`src/rtl/rtc_csr_pkg.sv`:
```
package rtc_csr_pkg;

  // word indices of the register map (byte offset / 4)
  typedef enum logic [4:0] {
    REG_TSET  = 5'd0,
    REG_TSNAP = 5'd1,
    REG_CALW  = 5'd2,
    REG_CALR  = 5'd3,
    REG_TNOW  = 5'd4,
    REG_TICK  = 5'd5,
    REG_ALRM  = 5'd6,
    REG_ISTAT = 5'd8,
    REG_IMASK = 5'd9,
    REG_IEN   = 5'd10,
    REG_IDIS  = 5'd11,
    REG_ESTAT = 5'd12,
    REG_EMASK = 5'd13,
    REG_EEN   = 5'd14,
    REG_EDIS  = 5'd15,
    REG_CTRL  = 5'd16,
    REG_SAFE  = 5'd20
  } rtc_reg_e;

  localparam logic [31:0] CTRL_KEEP  = 32'h8F00_0001;
  localparam logic [31:0] CTRL_RESET = 32'h0100_0000;

  typedef struct packed {
    logic mapped;
    logic writable;
  } rtc_dec_t;

endpackage

```
`src/rtl/rtc_addr_dec.sv`:
```
module rtc_addr_dec
  import rtc_csr_pkg::*;
#(
  parameter int ADDR_W = 5
) (
  input  logic [ADDR_W-1:0] addr,
  output rtc_dec_t          dec
);

  always_comb begin
    dec = '0;
    case (addr)
      ADDR_W'(REG_TSET), ADDR_W'(REG_CALW), ADDR_W'(REG_ALRM),
      ADDR_W'(REG_ISTAT), ADDR_W'(REG_IEN), ADDR_W'(REG_IDIS),
      ADDR_W'(REG_ESTAT), ADDR_W'(REG_EEN), ADDR_W'(REG_EDIS),
      ADDR_W'(REG_CTRL), ADDR_W'(REG_SAFE): begin
        dec.mapped   = 1'b1;
        dec.writable = 1'b1;
      end
      ADDR_W'(REG_TSNAP), ADDR_W'(REG_CALR), ADDR_W'(REG_TNOW),
      ADDR_W'(REG_TICK), ADDR_W'(REG_IMASK), ADDR_W'(REG_EMASK): begin
        dec.mapped   = 1'b1;
        dec.writable = 1'b0;
      end
      default: dec = '0;
    endcase
  end

endmodule

```
`src/rtl/rtc_irq_group.sv`:
```
module rtc_irq_group #(
  parameter int W = 2
) (
  input  logic         clk,
  input  logic         rst,
  input  logic [W-1:0] evt,
  input  logic         clr_we,
  input  logic         en_we,
  input  logic         dis_we,
  input  logic [W-1:0] wbits,
  output logic [W-1:0] status,
  output logic [W-1:0] mask,
  output logic         irq
);

  logic [W-1:0] stat_n, mask_n;

  // events are ORed in after the clear, so a same-cycle event survives
  always_comb begin
    stat_n = (status & ~(clr_we ? wbits : '0)) | evt;
    mask_n = (mask & ~(en_we ? wbits : '0)) | (dis_we ? wbits : '0);
  end

  always_ff @(posedge clk) begin
    if (rst) begin
      status <= '0;
      mask   <= '1;
      irq    <= 1'b0;
    end else begin
      status <= stat_n;
      mask   <= mask_n;
      irq    <= |(stat_n & ~mask_n);
    end
  end

  assert_evt_wins_R3: assert property (@(posedge clk) disable iff (rst)
    (evt != '0) |=> ((status & $past(evt)) == $past(evt)));

  assert_en_clears_R4: assert property (@(posedge clk) disable iff (rst)
    en_we |=> ((mask & $past(wbits)) == '0));

  assert_dis_sets_R4: assert property (@(posedge clk) disable iff (rst)
    dis_we |=> ((mask & $past(wbits)) == $past(wbits)));

  assert_mask_hold_R4: assert property (@(posedge clk) disable iff (rst)
    (!en_we && !dis_we) |=> $stable(mask));

  assert_masked_quiet_R5: assert property (@(posedge clk) disable iff (rst)
    (mask == '1) |-> !irq);

endmodule

```
`src/rtl/rtc_csr.sv`:
```
module rtc_csr
  import rtc_csr_pkg::*;
#(
  parameter int ADDR_W = 5,
  parameter int DW     = 32,
  parameter int TICK_W = 16,
  parameter int CAL_W  = 21
) (
  input  logic              clk,
  input  logic              rst,
  input  logic              bus_en,
  input  logic              bus_wr,
  input  logic [ADDR_W-1:0] bus_addr,
  input  logic [DW-1:0]     bus_wdata,
  output logic [DW-1:0]     bus_rdata,
  output logic              bus_err,
  input  logic [DW-1:0]     time_now_i,
  input  logic [TICK_W-1:0] tick_now_i,
  input  logic [DW-1:0]     time_snap_i,
  input  logic [CAL_W-1:0]  calib_live_i,
  input  logic              ev_sec,
  input  logic              ev_alarm,
  output logic [DW-1:0]     set_time_o,
  output logic [CAL_W-1:0]  calib_o,
  output logic [DW-1:0]     alarm_o,
  output logic [DW-1:0]     ctrl_o,
  output logic              irq_rtc,
  output logic              irq_aerr
);

  localparam int RTC_SRC  = 2;
  localparam int AERR_SRC = 1;

  rtc_dec_t dec;
  logic wr_cyc, rd_cyc, bad_wr;
  logic [DW-1:0] set_time_q, alarm_q, ctrl_q, safety_q, rd_mux;
  logic [CAL_W-1:0] calib_q;
  logic [RTC_SRC-1:0]  rtc_stat, rtc_mask;
  logic [AERR_SRC-1:0] aerr_stat, aerr_mask;

  rtc_addr_dec #(.ADDR_W(ADDR_W)) u_dec (
    .addr (bus_addr),
    .dec  (dec)
  );

  assign wr_cyc = bus_en & bus_wr;
  assign rd_cyc = bus_en & ~bus_wr;
  assign bad_wr = wr_cyc & ~dec.writable;

  function automatic logic wr_at(input rtc_reg_e r);
    return wr_cyc && (bus_addr == ADDR_W'(r));
  endfunction

  rtc_irq_group #(.W(RTC_SRC)) u_rtc_grp (
    .clk    (clk),
    .rst    (rst),
    .evt    ({ev_alarm, ev_sec}),
    .clr_we (wr_at(REG_ISTAT)),
    .en_we  (wr_at(REG_IEN)),
    .dis_we (wr_at(REG_IDIS)),
    .wbits  (bus_wdata[RTC_SRC-1:0]),
    .status (rtc_stat),
    .mask   (rtc_mask),
    .irq    (irq_rtc)
  );

  rtc_irq_group #(.W(AERR_SRC)) u_aerr_grp (
    .clk    (clk),
    .rst    (rst),
    .evt    (bad_wr),
    .clr_we (wr_at(REG_ESTAT)),
    .en_we  (wr_at(REG_EEN)),
    .dis_we (wr_at(REG_EDIS)),
    .wbits  (bus_wdata[AERR_SRC-1:0]),
    .status (aerr_stat),
    .mask   (aerr_mask),
    .irq    (irq_aerr)
  );

  // host-programmed storage
  always_ff @(posedge clk) begin
    if (rst) begin
      set_time_q <= '0;
      calib_q    <= '0;
      alarm_q    <= '0;
      ctrl_q     <= DW'(CTRL_RESET);
      safety_q   <= '0;
    end else begin
      if (wr_at(REG_TSET)) set_time_q <= bus_wdata;
      if (wr_at(REG_CALW)) calib_q    <= bus_wdata[CAL_W-1:0];
      if (wr_at(REG_ALRM)) alarm_q    <= bus_wdata;
      if (wr_at(REG_CTRL)) ctrl_q     <= bus_wdata & DW'(CTRL_KEEP);
      if (wr_at(REG_SAFE)) safety_q   <= bus_wdata;
    end
  end

  always_comb begin
    rd_mux = '0;
    case (bus_addr)
      ADDR_W'(REG_TSET):  rd_mux = set_time_q;
      ADDR_W'(REG_TSNAP): rd_mux = time_snap_i;
      ADDR_W'(REG_CALW):  rd_mux = DW'(calib_q);
      ADDR_W'(REG_CALR):  rd_mux = DW'(calib_live_i);
      ADDR_W'(REG_TNOW):  rd_mux = time_now_i;
      ADDR_W'(REG_TICK):  rd_mux = DW'(tick_now_i);
      ADDR_W'(REG_ALRM):  rd_mux = alarm_q;
      ADDR_W'(REG_ISTAT): rd_mux = DW'(rtc_stat);
      ADDR_W'(REG_IMASK): rd_mux = DW'(rtc_mask);
      ADDR_W'(REG_ESTAT): rd_mux = DW'(aerr_stat);
      ADDR_W'(REG_EMASK): rd_mux = DW'(aerr_mask);
      ADDR_W'(REG_CTRL):  rd_mux = ctrl_q;
      ADDR_W'(REG_SAFE):  rd_mux = safety_q;
      default:            rd_mux = '0;
    endcase
  end

  always_ff @(posedge clk) begin
    if (rst) begin
      bus_rdata <= '0;
      bus_err   <= 1'b0;
    end else begin
      if (rd_cyc) bus_rdata <= dec.mapped ? rd_mux : '0;
      bus_err <= bad_wr & ctrl_q[0];
    end
  end

  assign set_time_o = set_time_q;
  assign calib_o    = calib_q;
  assign alarm_o    = alarm_q;
  assign ctrl_o     = ctrl_q;

  assert_bad_wr_flags_R7: assert property (@(posedge clk) disable iff (rst)
    bad_wr |=> aerr_stat[0]);

  assert_err_gated_R8: assert property (@(posedge clk) disable iff (rst)
    bus_err |-> $past(ctrl_q[0]) && $past(bad_wr));

  assert_good_wr_no_err_R8: assert property (@(posedge clk) disable iff (rst)
    (wr_cyc && dec.writable) |=> !bus_err);

  assert_unmapped_rd_zero_R12: assert property (@(posedge clk) disable iff (rst)
    (rd_cyc && !dec.mapped) |=> (bus_rdata == '0));

endmodule

```
`config.mk`:
```
export PLATFORM = sky130hd
export DESIGN_NAME = rtc_csr
export DESIGN_NICKNAME = d
export VERILOG_FILES = /design/src/rtl/rtc_csr_pkg.sv /design/src/rtl/rtc_addr_dec.sv /design/src/rtl/rtc_irq_group.sv /design/src/rtl/rtc_csr.sv
export SDC_FILE = /design/constraint.sdc
export NUM_CORES = 1
export LEC_CHECK = 0
export CORE_UTILIZATION = 40
export DETAILED_ROUTE_END_ITERATION = 10
export MAX_ROUTING_LAYER = met4
export PLACE_DENSITY = 0.74
export SYNTH_ARGS = -nofsm -noshare
export SYNTH_HDL_FRONTEND = slang
export SYNTH_SLANG_ARGS = --single-unit
```
`constraint.sdc`:
```
create_clock -name clk -period 4.1 [get_ports clk]
set_clock_uncertainty 0.05 [all_clocks]
set_input_delay 0.41 -clock clk [delete_from_list [all_inputs] [get_ports clk]]
set_output_delay 0.41 -clock clk [all_outputs]
set_load 0.01 [all_outputs]
```
Word-level counts from Yosys, hierarchy flattened
Memories as Yosys holds them, arrays and structs flattened. Cells that the tools add are included.

Memories: 1. Bits of input ports: 144. Bits in registers: 164. Memory bits (read-only): 64. Output and inout bits: 152.

Memories: (no name shown) (words 32, bits a word 2, rd ports 1, clocked after memory_dff 0, write ports 0, RTL line rtc_addr_dec.sv:12) `case (addr)`.

Equal/unequal tests: 16. Mux-type cells: 8. Reduce and logical (&&, ||, !) cells: 13. Bitwise logic cells: 22.

Operators by type and width (count): $pmux W32 S13 (1); $eq A5 B4 Y1 const B (8); $mux W32 (1); $eq A5 B3 Y1 const B (3); $logic_and A1 B1 Y1 (11); $eq A5 B2 Y1 const B (2); $eq A5 B5 Y1 const B (2); $and A1 B1 Y1 (7); $and A2 B2 Y2 (3); $mux W2 (3); $not A2 Y2 (3); $eq A5 B1 Y1 const B (1); $logic_not A5 Y1 (1); $not A1 Y1 (5); $or A2 B2 Y2 (2); $mux W1 (3); $or A1 B1 Y1 (2); $reduce_or A2 Y1 (1).

Longest topological paths before layout
Depth after elaboration: 9. Depth in mapped cells: 9. Depth with buffers taken out: 5.

Cells and area by module
A second synthesis with hierarchy kept.

Cells, all modules: 941. Area total of the unflattened synthesis: 7634.8 um^2.

Modules (own cells, without submodules): rtc_csr (times used 1, cells an instance 909, seq. area each 3123.0 um^2, area an instance 7305.8 um^2); rtc_irq_group (u_rtc_grp) (times used 1, cells an instance 16, seq. area each 100.1 um^2, area an instance 165.2 um^2); rtc_irq_group (u_aerr_grp) (times used 1, cells an instance 10, seq. area each 60.1 um^2, area an instance 112.6 um^2); rtc_addr_dec (times used 1, cells an instance 6, seq. area each 0.0 um^2, area an instance 51.3 um^2).

Least setup slack after synthesis
No wires, ideal clock.

Path kind: input port to flip-flop. Start: input bus_addr[0]. End: register bus_rdata[11]. Arrival time: 1812 ps. Setup time: 58 ps. Setup slack: 2180 ps. Required time: 3992 ps. Buffers on the path: 3. Stages on the path: 8. Path through: buf_6 -> or4b_4 -> buf_6 -> nor2_8 -> buf_8 -> a22oi_1 -> a31oi_1 -> a21o_1.

Word-level cells in the longest chain between the ends: 3. Elaborated cells between the ends (all ways): 16.

Ends and longest elaborated chain: from (decl) (RTL line rtc_csr.sv:13) `input logic [ADDR_W-1:0] bus_addr,`; parallel branches: the longest is 2 deep, another holds $mem_v2 Z32 W2; $mux W32 * (RTL line rtc_csr.sv:122) `if (rd_cyc) bus_rdata <= dec.mapped ? rd_mux : '0;`; to (signal assigned) (RTL line rtc_csr.sv:122); to (decl) (RTL line rtc_csr.sv:15) `output logic [DW-1:0] bus_rdata,`.

Mark *: on every way between the ends. A chain may end at the register's enable or synchronous reset.

Worst setup path after layout
Start: input bus_addr[4]. End: register set_time_q[12], in the netlist set_time_o[12].

Word-level cells in the longest chain between the ends: 2.

Ends and longest elaborated chain: $logic_not A5 Y1 (RTL line rtc_csr.sv:51) `return wr_cyc && (bus_addr == ADDR_W'(r));`; $logic_and A1 B1 Y1 (RTL line rtc_csr.sv:51); to (signal assigned) (RTL line rtc_csr.sv:89) `if (wr_at(REG_TSET)) set_time_q <= bus_wdata;`; to (decl) (RTL line rtc_csr.sv:36) `logic [DW-1:0] set_time_q, alarm_q, ctrl_q, safety_q, rd_mux;`.

No other way between the ends.

==> results.py <==
metrics = {
    "layout": {
        "syn2layout_area_growth_pct": 43.3,
        "drive_above_1_share_pct": 7.72,
        "finish.utilization_pct": 58.6,
        "nets": 1324,
        "diodes": 0,
    },
    "placement": {
        "port_buffers": 269,
        "dp_hpwl_microns": 19800,
        "dpl_worst_slack_ns": 0.766,
        "place_congestion": 0.857,
    },
    "critical_path": {
        "crit_arrival_ns": 3.22,
        "cp.buffers_inverters": 1,
        "critPathSlowestCell": "or4_1",
        "crit_chain": "clkdlybuf4s50_1, or4_1, nor2_4, nand2_2, nand2_1, a21oi_1",
        "critical_path_class": "input port to register",
        "worstPathMaxFanout": 32,
        "r2r_setup_slack_ns": 2.49,
        "crit_family": "simple AND/OR/NAND/NOR gates",
        "cpPeakStageDelay_ns": 0.89,
        "critPathCaptureType": "register",
        "crit_path_start_kind": "input port",
        "crit_required_ns": 4.34,
    },
    "clocking": {
        "cts_tree": "yes",
        "cts_hold_buf": 0,
        "cts_buffer_depth": 2,
        "root_buffer": "clkbuf_16",
        "cts_resized": 0,
        "clk_pin_slew_worst_paths_ns": 0.06,
        "clk-insertion-delay-late_ns": 0.42,
        "cts_setup_buffers": 0,
        "cts_made_buffers": 17,
        "h-tree-depth": 4,
        "numClockSinks": 164,
    },
    "die": {
        "io_pins": 296,
        "die_w_microns": 140,
        "dieArea_sq_mm": 0.0197,
        "die_h_microns": 140,
        "initial_core_util_pct": 40.9,
        "rows": 50,
        "coreArea_sq_mm": 0.0188,
    },
    "yosys": {
        "synth_top_area_share_pct": 42.8,
        "synthFlopType": "dfxtp_1",
        "ys_types": 59,
        "netlist_area_sq_mm": 0.00767,
        "seq_area_frac_synth_pct": 42.8,
        "synth-seq-cells": 164,
        "syn_avg_cell_area_sq_um": 8.12,
        "synth-async-reset-ratio_pct": 0,
        "yosys.area.top_type": "dfxtp_1",
        "syn_inst": 944,
        "synth_top_cells_by_area": "dfxtp_1, nand2_1, a21oi_1, mux2i_1, buf_4",
        "synth_edf_count": 0,
        "ys_warn_count": 0,
    },
    "sta": {
        "relSlewSlack_pct": 18.2,
        "worst_pin_slew_ns": 1.22,
        "finalCriticalPeriod_ns": 2.98,
        "layout_setup_ws_ns": 1.12,
        "hold_ws_ns": 0.403,
        "finalSetupViolCount": 0,
        "max_freq_mhz": 336,
        "rsz0062_at_grt": "false",
        "drv_slew": 0,
        "period_share_pct": 72.7,
        "finalHoldViolCount": 0,
        "setup-tns-final_ns": 0,
    },
    "drt": {
        "wirelength_microns": 29000,
        "drt_iter0_markers": 587,
        "drc": 0,
        "postRouteAntennaNets": 0,
        "drtPass1Iterations": 5,
        "vias": 7865,
        "vias_per_cell": 5.52,
        "wl_per_cell_microns": 20.3,
    },
    "global_route": {
        "grt_usage_pct": 30.0,
        "grt_max_degree": 55,
        "grt_pass1_wl_microns": 43300,
        "overflow": 0,
        "antenna_found_initial": 0,
        "grt_pass1_vias": 7441,
    },
    "pwr": {
        "p_leak_nw": 3.83,
        "p_total_w": 0.00368,
        "peakVddDrop_uv": 281,
        "power_density_mw_per_mm2": 335,
    },
    "outcome": {
        "status": "completed",
    },
    "job": {
        "cap_violations": 0,
    },
    "min_path": {
        "worst_hold_path_type": "register to register",
    },
}
## state kept, by name, indices dropped and copies added, names as in the netlist
register	cells
set_time_o	32
ctrl_o	6
bus_err	1
u_aerr_grp.mask	1
u_aerr_grp.irq	1
bus_rdata	32
calib_o	21
u_rtc_grp.mask	2
u_rtc_grp.irq	1
u_rtc_grp.status	2
alarm_o	32
safety_q	32
u_aerr_grp.status	1
## tightest hold or removal path, delay by kind of cell, from the launching register on
kind,cells,cell delay [ns]
AND/OR/NAND/NOR,1,0.05
flip-flops,1,0.32
AO/OA/AOI/OAI,1,0.05
## report_power, final
part	leakage (nW)	internal (W)	switching (W)	total, W
clock	0.299	0.00104	0.000658	0.00169
sequential	1.32	0.00160	0.00000611	0.00161
combinational	2.21	0.000186	0.000189	0.000376
total	3.83	0.00282	0.000854	0.00368
## logic make-up (layout without fill, tap and decap cells)
| family | after synthesis | count (layout) | synth area share (%) |
|---|---|---|---|
| buffers and inverters | 101 | 324 | 7.59 |
| muxes | 64 | 64 | 8.81 |
| DFF | 164 | 164 | 42.8 |
| AOI/OAI and AO/OA | 254 | 254 | 20.6 |
| other | 1 | 26 | 0.0489 |
| and+or+nand+nor | 360 | 360 | 20.1 |
## area by class of cell
class | count | area [sq um]
fillers | 1681 | 7780
multi-input cells | 704 | 3940
repair buffers | 291 | 2850
well taps | 234 | 293
flip-flops and latches | 164 | 3280
clock inverters | 12 | 180
clock buffers | 19 | 443
inverters | 2 | 7.51
## stage by stage
step | instance area (sq um) | instances
after global routing | 11000 | 1426
after global placement | 10400 | 1395
final | 11000 | 1426
after floorplan | 7760 | 969
after detailed placement | 10400 | 1395
after CTS | 11000 | 1426
## layout by cell type, fill, tap and decap left out, types with 4 or more instances in the layout
cell type	Yosys	routed
a211oi_1	7	7
a21o_1	7	7
a21oi_1	136	136
a221o_1	6	6
a221oi_1	21	21
a22o_1	13	13
a22oi_1	15	15
a31oi_1	7	7
and3_1	4	4
buf_4	29	23
bufinv_16	0	4
clkbuf_16	0	17
clkdlybuf4s50_1	0	266
conb_1	1	26
dfxtp_1	164	164
mux2_2	18	18
mux2i_1	45	45
nand2_1	274	271
nand2b_1	4	4
nand3_1	5	5
nor2_1	34	33
nor3_1	9	9
o21ai_0	19	19
o221ai_1	4	4
o22ai_1	7	7
## worst paths after layout
check                         start              to  cells past startpoint
hold / removal        bus_rdata[21]   bus_rdata[21]                      2
setup reg to reg  u_rtc_grp.mask[0]    bus_rdata[0]                      5
hold reg to reg       bus_rdata[21]   bus_rdata[21]                      2
setup / recovery        bus_addr[4]  set_time_o[12]                      6
## layer usage
layer | global-route usage (%) | routed length, microns
met1 | 37.6 | 12000
met2 | 48.4 | 13800
met3 | 6.29 | 2610
met4 | 8.87 | 565
met5 | - | 0
## synthesized netlist by cell type, types with 7 or more instances
cell        n
a211oi_1    7
a21o_1      7
a21oi_1   136
a221oi_1   21
a22o_1     13
a22oi_1    15
a31oi_1     7
buf_2      30
buf_4      29
clkbuf_1   32
dfxtp_1   164
mux2_2     18
mux2i_1    45
nand2_1   274
nor2_1     34
nor3_1      9
o21ai_0    19
o22ai_1     7
No activity file was read; power rests on OpenSTA's default activity.
